File: src/rtl/pdc_pkg.sv
package pdc_pkg;

    typedef enum logic [2:0] {
        ST_RUN   = 3'd0,
        ST_DRAIN = 3'd1,
        ST_ABORT = 3'd2,
        ST_ANA   = 3'd3,
        ST_DOWN  = 3'd4
    } pdc_state_e;

    typedef struct packed {
        logic parked;
        logic analog_off;
    } pdc_mode_t;

    function automatic pdc_mode_t pdc_decode(pdc_state_e s);
        pdc_mode_t m;
        m.parked     = (s == ST_DOWN);
        m.analog_off = (s == ST_ANA) || (s == ST_DOWN);
        return m;
    endfunction

endpackage

File: src/rtl/pdc_seq.sv
module pdc_seq
    import pdc_pkg::*;
#(
    parameter int CW      = 14,
    parameter int ANA_CYC = 3
) (
    input  logic          clk,
    input  logic          rst,
    input  logic          pd_req,
    input  logic          abort_mode,
    input  logic [CW-1:0] dma_count,
    output pdc_state_e    state_o,
    output logic          dma_wr_en,
    output logic          abort_flag
);
    localparam int SW = $clog2(ANA_CYC + 1);
    localparam logic [SW-1:0] SLAST = SW'(ANA_CYC - 1);

    pdc_state_e    state_q, state_d;
    logic [SW-1:0] settle_q;
    logic          dma_idle;

    assign dma_idle = (dma_count == '0);

    always_comb begin
        state_d = state_q;
        case (state_q)
            ST_RUN:   if (pd_req) state_d = abort_mode ? ST_ABORT : ST_DRAIN;
            ST_ABORT: state_d = pd_req ? ST_DRAIN : ST_RUN;
            ST_DRAIN: if (!pd_req) state_d = ST_RUN;
                      else if (dma_idle) state_d = ST_ANA;
            ST_ANA:   if (!pd_req) state_d = ST_RUN;
                      else if (settle_q == SLAST) state_d = ST_DOWN;
            ST_DOWN:  if (!pd_req) state_d = ST_RUN;
            default:  state_d = ST_RUN;
        endcase
    end

    always_ff @(posedge clk) begin
        if (rst) begin
            state_q    <= ST_RUN;
            settle_q   <= '0;
            abort_flag <= 1'b0;
        end else begin
            state_q  <= state_d;
            settle_q <= (state_q == ST_ANA && state_d == ST_ANA) ? settle_q + 1'b1 : '0;
            if (state_q == ST_RUN && pd_req)
                abort_flag <= 1'b0;
            else if (state_q == ST_ABORT && !dma_idle)
                abort_flag <= 1'b1;
        end
    end

    assign state_o   = state_q;
    assign dma_wr_en = (state_q == ST_ABORT);

endmodule

File: src/rtl/pdc_irq_latch.sv
module pdc_irq_latch #(
    parameter int NI = 4
) (
    input  logic          clk,
    input  logic          rst,
    input  logic          parked,
    input  logic [NI-1:0] irq_in,
    input  logic [NI-1:0] irq_ack,
    output logic [NI-1:0] irq_svc
);
    logic [NI-1:0] pend_q;

    for (genvar i = 0; i < NI; i++) begin : g_line
        always_ff @(posedge clk) begin
            if (rst) pend_q[i] <= 1'b0;
            else     pend_q[i] <= (pend_q[i] & ~irq_ack[i]) | irq_in[i];
        end
        assign irq_svc[i] = pend_q[i] & ~parked;
    end

endmodule

File: src/rtl/pdc_park.sv
module pdc_park #(
    parameter int NS = 6,
    parameter int AW = 14,
    parameter int DW = 24,
    parameter int NF = 3
) (
    input  logic          clk,
    input  logic          rst,
    input  logic          parked,
    input  logic          bus_req,
    output logic          bg_n,
    input  logic          core_clk,
    output logic          clkout,
    input  logic [NS-1:0] core_strb,
    output logic [NS-1:0] strb_o,
    output logic          strb_oe,
    input  logic [AW-1:0] core_addr,
    output logic [AW-1:0] addr_o,
    output logic          addr_oe,
    input  logic [DW-1:0] core_dout,
    input  logic          core_dout_oe,
    output logic [DW-1:0] dout_o,
    output logic          dout_oe,
    input  logic [DW-1:0] pad_din,
    output logic [DW-1:0] core_din,
    input  logic [NF-1:0] core_flag,
    output logic [NF-1:0] flag_o
);
    logic          gnt_q;
    logic [DW-1:0] din_hold_q;
    logic [NF-1:0] flag_hold_q;

    always_ff @(posedge clk) begin
        if (rst) begin
            gnt_q       <= 1'b0;
            din_hold_q  <= '0;
            flag_hold_q <= '0;
        end else begin
            gnt_q <= bus_req & (gnt_q | ~parked);
            if (!parked) begin
                din_hold_q  <= pad_din;
                flag_hold_q <= core_flag;
            end
        end
    end

    assign bg_n     = ~gnt_q;
    assign clkout   = parked ? 1'b1 : core_clk;
    assign strb_o   = parked ? '1 : core_strb;
    assign strb_oe  = ~gnt_q;
    assign addr_o   = core_addr;
    assign addr_oe  = ~parked & ~gnt_q;
    assign dout_o   = core_dout;
    assign dout_oe  = core_dout_oe & ~parked & ~gnt_q;
    assign core_din = parked ? din_hold_q : pad_din;
    assign flag_o   = parked ? flag_hold_q : core_flag;

endmodule

File: src/rtl/pwrdn_seq_ctrl.sv
module pwrdn_seq_ctrl
    import pdc_pkg::*;
#(
    parameter int CW      = 14,
    parameter int AW      = 14,
    parameter int DW      = 24,
    parameter int NS      = 6,
    parameter int NI      = 4,
    parameter int NF      = 3,
    parameter int ANA_CYC = 3
) (
    input  logic          clk,
    input  logic          rst,
    input  logic          pd_req,
    input  logic          abort_mode,
    input  logic [CW-1:0] dma_count,
    output logic          dma_wr_en,
    output logic [CW-1:0] dma_wr_val,
    output logic          abort_flag,
    output logic          ana_off,
    output logic          core_idle,
    output logic          pd_ack,
    input  logic          core_clk,
    output logic          clkout,
    input  logic [NS-1:0] core_strb,
    output logic [NS-1:0] strb_o,
    output logic          strb_oe,
    input  logic [AW-1:0] core_addr,
    output logic [AW-1:0] addr_o,
    output logic          addr_oe,
    input  logic [DW-1:0] core_dout,
    input  logic          core_dout_oe,
    output logic [DW-1:0] dout_o,
    output logic          dout_oe,
    input  logic [DW-1:0] pad_din,
    output logic [DW-1:0] core_din,
    input  logic [NI-1:0] irq_in,
    input  logic [NI-1:0] irq_ack,
    output logic [NI-1:0] irq_svc,
    input  logic          bus_req,
    output logic          bg_n,
    input  logic [NF-1:0] core_flag,
    output logic [NF-1:0] flag_o
);
    pdc_state_e state;
    pdc_mode_t  mode;

    pdc_seq #(.CW(CW), .ANA_CYC(ANA_CYC)) u_seq (
        .clk        (clk),
        .rst        (rst),
        .pd_req     (pd_req),
        .abort_mode (abort_mode),
        .dma_count  (dma_count),
        .state_o    (state),
        .dma_wr_en  (dma_wr_en),
        .abort_flag (abort_flag)
    );

    assign mode       = pdc_decode(state);
    assign dma_wr_val = CW'(1);
    assign ana_off    = mode.analog_off;
    assign core_idle  = mode.parked;
    assign pd_ack     = mode.parked;

    pdc_irq_latch #(.NI(NI)) u_irq (
        .clk     (clk),
        .rst     (rst),
        .parked  (mode.parked),
        .irq_in  (irq_in),
        .irq_ack (irq_ack),
        .irq_svc (irq_svc)
    );

    pdc_park #(.NS(NS), .AW(AW), .DW(DW), .NF(NF)) u_park (
        .clk          (clk),
        .rst          (rst),
        .parked       (mode.parked),
        .bus_req      (bus_req),
        .bg_n         (bg_n),
        .core_clk     (core_clk),
        .clkout       (clkout),
        .core_strb    (core_strb),
        .strb_o       (strb_o),
        .strb_oe      (strb_oe),
        .core_addr    (core_addr),
        .addr_o       (addr_o),
        .addr_oe      (addr_oe),
        .core_dout    (core_dout),
        .core_dout_oe (core_dout_oe),
        .dout_o       (dout_o),
        .dout_oe      (dout_oe),
        .pad_din      (pad_din),
        .core_din     (core_din),
        .core_flag    (core_flag),
        .flag_o       (flag_o)
    );

endmodule

File: config.mk
export PLATFORM = sky130hd
export DESIGN_NAME = pwrdn_seq_ctrl
export DESIGN_NICKNAME = d
export VERILOG_FILES = /design/src/rtl/pdc_pkg.sv /design/src/rtl/pdc_seq.sv /design/src/rtl/pdc_irq_latch.sv /design/src/rtl/pdc_park.sv /design/src/rtl/pwrdn_seq_ctrl.sv
export SDC_FILE = /design/constraint.sdc
export NUM_CORES = 1
export LEC_CHECK = 0
export BUFFER_PORTS_ARGS = -buffer_cell sky130_fd_sc_hd__buf_2
export CAP_MARGIN = 40
export CORE_ASPECT_RATIO = 0.5
export CORE_MARGIN = 5
export CORE_UTILIZATION = 37
export DETAILED_ROUTE_END_ITERATION = 10
export GPL_TIMING_DRIVEN = 0
export PLACE_DENSITY = 0.82
export SLEW_MARGIN = 10
export SYNTH_ARGS = -nofsm -noshare
export SYNTH_HDL_FRONTEND = slang
export SYNTH_HIERARCHICAL = 1
export SYNTH_SLANG_ARGS = --single-unit
File: constraint.sdc
create_clock -name clk -period 2.2 [get_ports clk]
set_input_delay 0.44 -clock clk [delete_from_list [all_inputs] [get_ports clk]]
set_output_delay 0.44 -clock clk [all_outputs]
set_load 0.02 [all_outputs]
==> metrics.txt, run 1 <==
footprint of the multi-input gates=around 930 um2; Max Buffers Root-to-Sink=2; share of layout cells above drive strength 1=approximately 66%; initial core utilization=38.50%; TritonCTS clock tree=yes; CP Capture Type=output pin; final setup fails=0; synthesized cell area=around 0.0021 mm2; status=finished clean; final setup TNS=0 ns; Synth warnings=6; flip-flop cell with the highest count after synthesis=dfxtp_1; Iter 0 DRT Violations=31; worst endpoint required time=1.76 ns; Layout Skew=0.005429 ns; max-cap violation count=0; grt total ovfl=0; drt pass-1 iters=4; WP data arrival=1.70 ns; Fin. Hold Viols=0; crit path max fanout=10; Layout Cells excl Fill=455; met2 WL=around 2900 um; # IOs=199; # rows=19; top post-synthesis cells by count=54 x buf_4, 38 x dfxtp_1, 32 x nor2b_1; Critical Path Start Type=flip-flop; P_int=between 1 and 1.5 mW; final WL=~5600 um; period utilization=97.39%; fin. max-slew vios=0; Clock Latency Late Sink=~0.27 ns; sequential share of power=37.7%; die height=63.57 um; antenna violations before repair=0; Inst Count DP=444; GPL Wtd Cong=roughly 0.80; ant diodes=0; Layout area overhead=50.85%; Metal-1 WL=2073 um; Tot Pwr=1.953 mW; class of the worst hold path=in2reg; unrepaired setup endpoints after global routing=yes; Leak=1.715 nW; final worst path period need=2.143 ns; cts bufs inserted=5; Yosys cell types=30; PortBufs=146; Worst-path clk slew=~0.050 ns; core area=0.005515 mm2; post-synthesis register bit count=38; PD cells=609.7 mW/mm2; wire length on met3=634 um; Vias per Instance=roughly 4.1; die width=117.1 um; Avg WL per Cell=12.36 um; Total GRT Usage=between 10% and 20%; Clk pwr share=40.4%; Reg area=767.0 um2; # nets final=~480; Crit Path Class=reg2out; CTS H-tree depth=2; top cells by area, synth=dfxtp_1 36%, buf_4 19%, mux2_4 15%, nor2b_1 9.4%, mux2_2 3.7%; routed vias=1887; Post-synth EDFFs=0; Worst VDD drop=295.9 uV; first-pass GRT wire length=8583 um; CTS Sinks=38; sequential element share of the synthesized area=between 30% and 40%; hpwl dp=4670 um; post-synth top area share=35.83%; Die Area=0.007445 mm2; Residual DRC=0; Filler cells=513; fmax=0.4667 GHz; vias in the first global route=roughly 1900; Switching Power=0.4862 mW; async set-or-reset flop fraction in the synthesized netlist=0%; Comb pwr share=a little over a fifth; Root Buffer=clkbuf_16; DR top layer=met4; post-route antenna net violation count=0; switching share of power=24.89%; most frequent cell after synthesis=buf_4; Mapped Avg Cell Area=9.968 um2; synthesized instance count=213; largest net degree at the start of global routing=18; dominant cell type by area after synthesis=dfxtp_1
## flip-flops by register name, indices dropped and copies added, names as in the netlist
| register | cells |
|---|---|
| u_park/din_hold_q | 24 |
| u_irq/pend_q | 4 |
| u_park/flag_hold_q | 3 |
| u_seq/state_o | 3 |
| u_seq/settle_q | 2 |
| u_park/gnt_q | 1 |
| u_seq/abort_flag | 1 |
## final timing paths
kind / depth (start not counted) / startpoint / endpoint / slack (ns)
worst max-delay path: 5 / u_seq/state_o[1] / core_din[7] / 0.06
worst min-delay path: 3 / irq_in[1] / u_irq/pend_q[1] / 0.40
worst max register to register: 5 / u_seq/state_o[1] / u_park/din_hold_q[3] / 0.67
worst min register to register: 1 / u_seq/settle_q[0] / u_seq/settle_q[0] / 0.41
## placed cells by master (no fill, tap or decap)
cell type  synthesis  layout
dfxtp_1           38      35
dfxtp_4            0       1
nand3_1            1       1
ha_1               1       1
dfxtp_2            0       2
and2_1             1       1
buf_2              1     146
mux2_4            21      21
conb_1             2      14
or2_2              7       7
o22ai_1            1       1
clkbuf_16          0       5
nor3_1             1       1
nor3b_4            0       1
a31oi_1            1       1
nor2_1             5       5
nor3b_1            3       3
nand2b_1           4       4
nand2_1            2       2
o21bai_1           1       1
buf_8              0       1
a211oi_1           1       1
buf_4             54      58
a21oi_1            4       4
a32o_1             1       1
nand3b_1           2       2
nand4_1            2       2
inv_1              9       9
and3_1             2       2
nor4_1             3       3
nor2b_1           32      32
clkbuf_1           2       4
buf_6              3       1
bufinv_16          0       1
mux2_2             7       7
buf_12             0       1
## cell families (layout without fill, tap and decap cells)
| group | Yosys count | after routing | synth area share, % |
|---|---|---|---|
| fa+ha+maj | 1 | 1 | 0.5892 |
| flops | 38 | 38 | 35.83 |
| buf+inv | 69 | 226 | 22.86 |
| compound gates | 9 | 9 | 2.711 |
| mux | 28 | 28 | 18.56 |
| other cells | 2 | 14 | 0.3537 |
| simple gates | 66 | 66 | 19.09 |
## critical path: stages, from the launching register on
cell and delay [ns]:
dfxtp_2 0.37, nor3b_4 0.25, buf_6 0.17, buf_8 0.16, mux2_4 0.32, buf_2 0.16
## power by group through the flow
| stage | clock network (mW) | registers (mW) | logic, mW |
|---|---|---|---|
| after detailed placement | 0 | 0.752 | 0.428 |
| final | 0.789 | 0.737 | 0.426 |
| after global placement | 0 | 0.751 | 0.422 |
| after CTS | 0.813 | 0.739 | 0.429 |
| after global routing | 0.846 | 0.741 | 0.463 |
| after floorplan | 0 | 0.749 | 0.286 |
## area by class of cell
type,count,share of cell area (%)
Multi-Input combinational cell,118,28.98
Sequential cell,38,23.95
Clock buffer,7,4.141
Clock inverter,1,0.9375
Buffer,60,14.57
Tap cell,73,2.852
Inverter,9,1.055
Timing Repair Buffer,149,23.52
## metrics by stage
step / setup slack, ns / util (%) / hold slack (ns) / cell area [um2]
4_1_cts: 0.03030 / 57.87 / 0.3876 / 3192
5_1_grt: -0.005826 / 58.08 / 0.3990 / 3203
2_1_floorplan: 0.05136 / - / 0.3925 / 2168
6_report: 0.05743 / 58.08 / 0.3996 / 3203
3_3_place_gp: -0.04932 / 54.22 / 0.4024 / 2990
3_5_place_dp: -0.04668 / 54.22 / 0.4013 / 2990
## timing repair
item | CTS | global route
pin swaps | 1 | 0
endpoints found under the setup margin | 36 | 17
gates resized for setup | 6 | 3
buffers inserted | 3 | 0
gates cloned | 0 | 0
hold buffers | 0 | 0
## layer usage
metal | GRT usage, % | vias to the layer above
met1 | 15.45 | 827
met3 | 3.824 | 2
li1 | - | 957
met5 | 0 | -
met2 | 26.77 | 101
met4 | 3.290 | 0
Power figures use the tool's default switching activity.
==> run 2, diff against run 1 <==
--- a/config.mk
+++ b/config.mk
@@ -9,10 +9,10 @@
 export CAP_MARGIN = 40
 export CORE_ASPECT_RATIO = 0.5
 export CORE_MARGIN = 5
-export CORE_UTILIZATION = 37
+export CORE_UTILIZATION = 33
 export DETAILED_ROUTE_END_ITERATION = 10
 export GPL_TIMING_DRIVEN = 0
-export PLACE_DENSITY = 0.82
+export PLACE_DENSITY = 0.77
 export SLEW_MARGIN = 10
 export SYNTH_ARGS = -nofsm -noshare
 export SYNTH_HDL_FRONTEND = slang
==> constraint.sdc (replaced) <==
create_clock -name clk -period 1.9 [get_ports clk]
set_input_delay 0.38 -clock clk [delete_from_list [all_inputs] [get_ports clk]]
set_output_delay 0.38 -clock clk [all_outputs]
set_load 0.02 [all_outputs]
==> metrics.txt, run 2 (synthesis gave the netlist of run 1 again) <==
Vias per Instance=4.121 (was 4.147); grt total ovfl=0 (unchanged); crit path max fanout=5 (was 10); Leak=1.898 nW (was 1.715 nW); Place WS=-0.1464 ns (was -0.04668 ns); Top reg by flops=u_park/din_hold_q (unchanged); GPL Wtd Cong=0.7696 (was 0.8047); period utilization=106.8%; Worst-path clk slew=0.06 ns (was 0.05 ns); WP data arrival=1.65 ns (was 1.70 ns); core area=0.006156 mm2 (was 0.005515 mm2); number of flip-flops in the largest register=24 (unchanged); hpwl dp=4819 um (was 4670 um); antenna violations before repair=0 (unchanged); final WL=6433 um (was 5623 um); CTS Sinks=38 (unchanged); Layout area overhead=71.66% (was 50.85%); cts bufs inserted=5 (unchanged); post-route antenna net violation count=0 (unchanged); GRT busiest layer=met2 (unchanged); max-cap violation count=0 (unchanged); reg2reg path depth=5 (unchanged); Worst VDD drop=395.3 uV (was 295.9 uV); Crit Path Class=reg2out (unchanged); largest net degree at the start of global routing=18 (unchanged); # IOs=199 (unchanged); PD cells=644.0 mW/mm2 (was 609.7 mW/mm2); met1 usage in global routing=13.42% (was 15.45%); met3 usage=3.393% (was 3.824%); # rows=20 (was 19); violated checks=setup timing; Residual DRC=0 (unchanged); routed vias=1982 (was 1887); # nets final=493 (was 482); CP Capture Type=output pin (unchanged); share of layout cells above drive strength 1=67.94% (was 65.97%); final setup TNS=-2.652 ns (was 0 ns); grt met2 use=26.64% (was 26.77%); Filler cells=512 (was 513); final worst setup slack=-0.1288 ns (was 0.05743 ns); final setup fails=27 (was 0); final core occ=59.21% (was 58.08%); Avg WL per Cell=13.37 um (was 12.36 um); Total GRT Usage=13.16% (was 14.11%); Root Buffer=clkbuf_16 (unchanged); final worst path period need=2.029 ns; TritonCTS clock tree=yes (unchanged); class of the worst hold path=in2reg (unchanged); Critical Path Start Type=flip-flop (unchanged); worst endpoint required time=1.52 ns (was 1.76 ns); Fin. Hold Viols=0 (unchanged); Max Buffers Root-to-Sink=2 (unchanged); Clock Latency Late Sink=0.28 ns (was 0.27 ns); top flop regs=u_park/din_hold_q x24, u_irq/pend_q x4 (unchanged); Worst Hold Path Cells=3 (unchanged); die width=123.4 um (was 117.1 um); commonest non-fill, non-tap cell in the layout=buf_2 (unchanged); most frequent cells in the layout=110 x buf_2, 61 x buf_4, 43 x buf_6 (was 146 x buf_2, 58 x buf_4, 35 x dfxtp_1); initial core utilization=34.49% (was 38.50%); cts-stage hold buffer count=0 (unchanged); Layout Skew=0.007529 ns (was 0.005429 ns); slack of the worst reg-to-reg path=0.40 ns (was 0.67 ns); unrepaired setup endpoints after global routing=yes (unchanged); RR Endpoint=u_park/din_hold_q[22] (was u_park/din_hold_q[3]); die height=66.72 um (was 63.57 um); fin. max-slew vios=0 (unchanged); first-pass GRT wire length=8625 um (was 8583 um); Iter 0 DRT Violations=73 (was 31); Reg-to-Reg Start=u_seq/state_o[1] (unchanged); status=finished, violations left (was finished clean); vias in the first global route=1960 (was 1880); min-delay src=bus_req (was irq_in[1]); Hold EP=u_park/gnt_q (was u_irq/pend_q[1]); CTS H-tree depth=2 (unchanged); fmax=0.4929 GHz; ant diodes=0 (unchanged); Die Area=0.008236 mm2 (was 0.007445 mm2); PortBufs=146 (unchanged); drt pass-1 iters=4 (unchanged)
[run 2: cell count changes in the layout (fill, tap and decap cells not counted), moves of 2 or more]
cell | previous run | this run
clkinv_2 | 0 | 2
mux2_4 | 21 | 27
mux2_2 | 7 | 1
buf_2 | 146 | 110
or2_4 | 0 | 6
dfxtp_2 | 2 | 0
clkbuf_1 | 4 | 2
dfxtp_4 | 1 | 3
buf_4 | 58 | 61
or2_2 | 7 | 1
buf_6 | 1 | 43
[run 2: worst max-delay path: stages, from the launching register on]
cell and delay (ns):
dfxtp_4 0.34, nor3b_4 0.25, buf_6 0.18, clkbuf_16 0.15, mux2_4 0.31, buf_6 0.14
[run 2: how the worst max path moves through the flow]
stage | from | end | slack [ns]
2_1_floorplan | u_seq/state_o[1] | core_din[10] | -0.003
3_3_place_gp | u_seq/state_o[1] | core_din[8] | -0.15
3_5_place_dp | u_seq/state_o[1] | core_din[8] | -0.15
4_1_cts | u_seq/state_o[0] | core_din[0] | -0.16
5_1_grt | u_seq/state_o[1] | core_din[13] | -0.20
6_report | u_seq/state_o[1] | core_din[13] | -0.13
[run 2: per-stage QoR]
stage	cells	hold slack, ns	cell area (um2)	power [mW]
after detailed placement	459	0.4045	3023	1.369
after global routing	481	0.3304	3645	2.446
after global placement	459	0.4006	3023	1.361
after floorplan	225	0.3925	2182	1.200
after CTS	477	0.3240	3506	2.345
final	481	0.3249	3645	2.347
[run 2: repair_timing]
action,4_1_cts,5_1_grt
buffers inserted,9,3
gates cloned,1,2
setup endpoints to repair,36,36
resized for setup,74,30
pin swaps,7,2
[run 2: metal layers]
metal,share of wire [%],vias up
li1,-,980
met1,35,887
met2,53,106
met3,10,9
met4,1.5,0
met5,0,-
[run 2: cell type report]
cell class | count | area (um2) | share of cell area (%)
Clock buffer | 5 | 125.1 | 3.433
Multi-Input combinational cell | 118 | 970.9 | 26.64
Clock inverter | 3 | 40.04 | 1.099
Tap cell | 88 | 110.1 | 3.021
Inverter | 9 | 33.78 | 0.9269
Timing Repair Buffer | 160 | 1117 | 30.66
Buffer | 60 | 475.5 | 13.04
Sequential cell | 38 | 772.0 | 21.18
[run 2: power breakdown]
part | internal (mW) | switching, mW
logic | 0.301 | 0.273
registers | 0.835 | 0.0139
clock network | 0.614 | 0.311
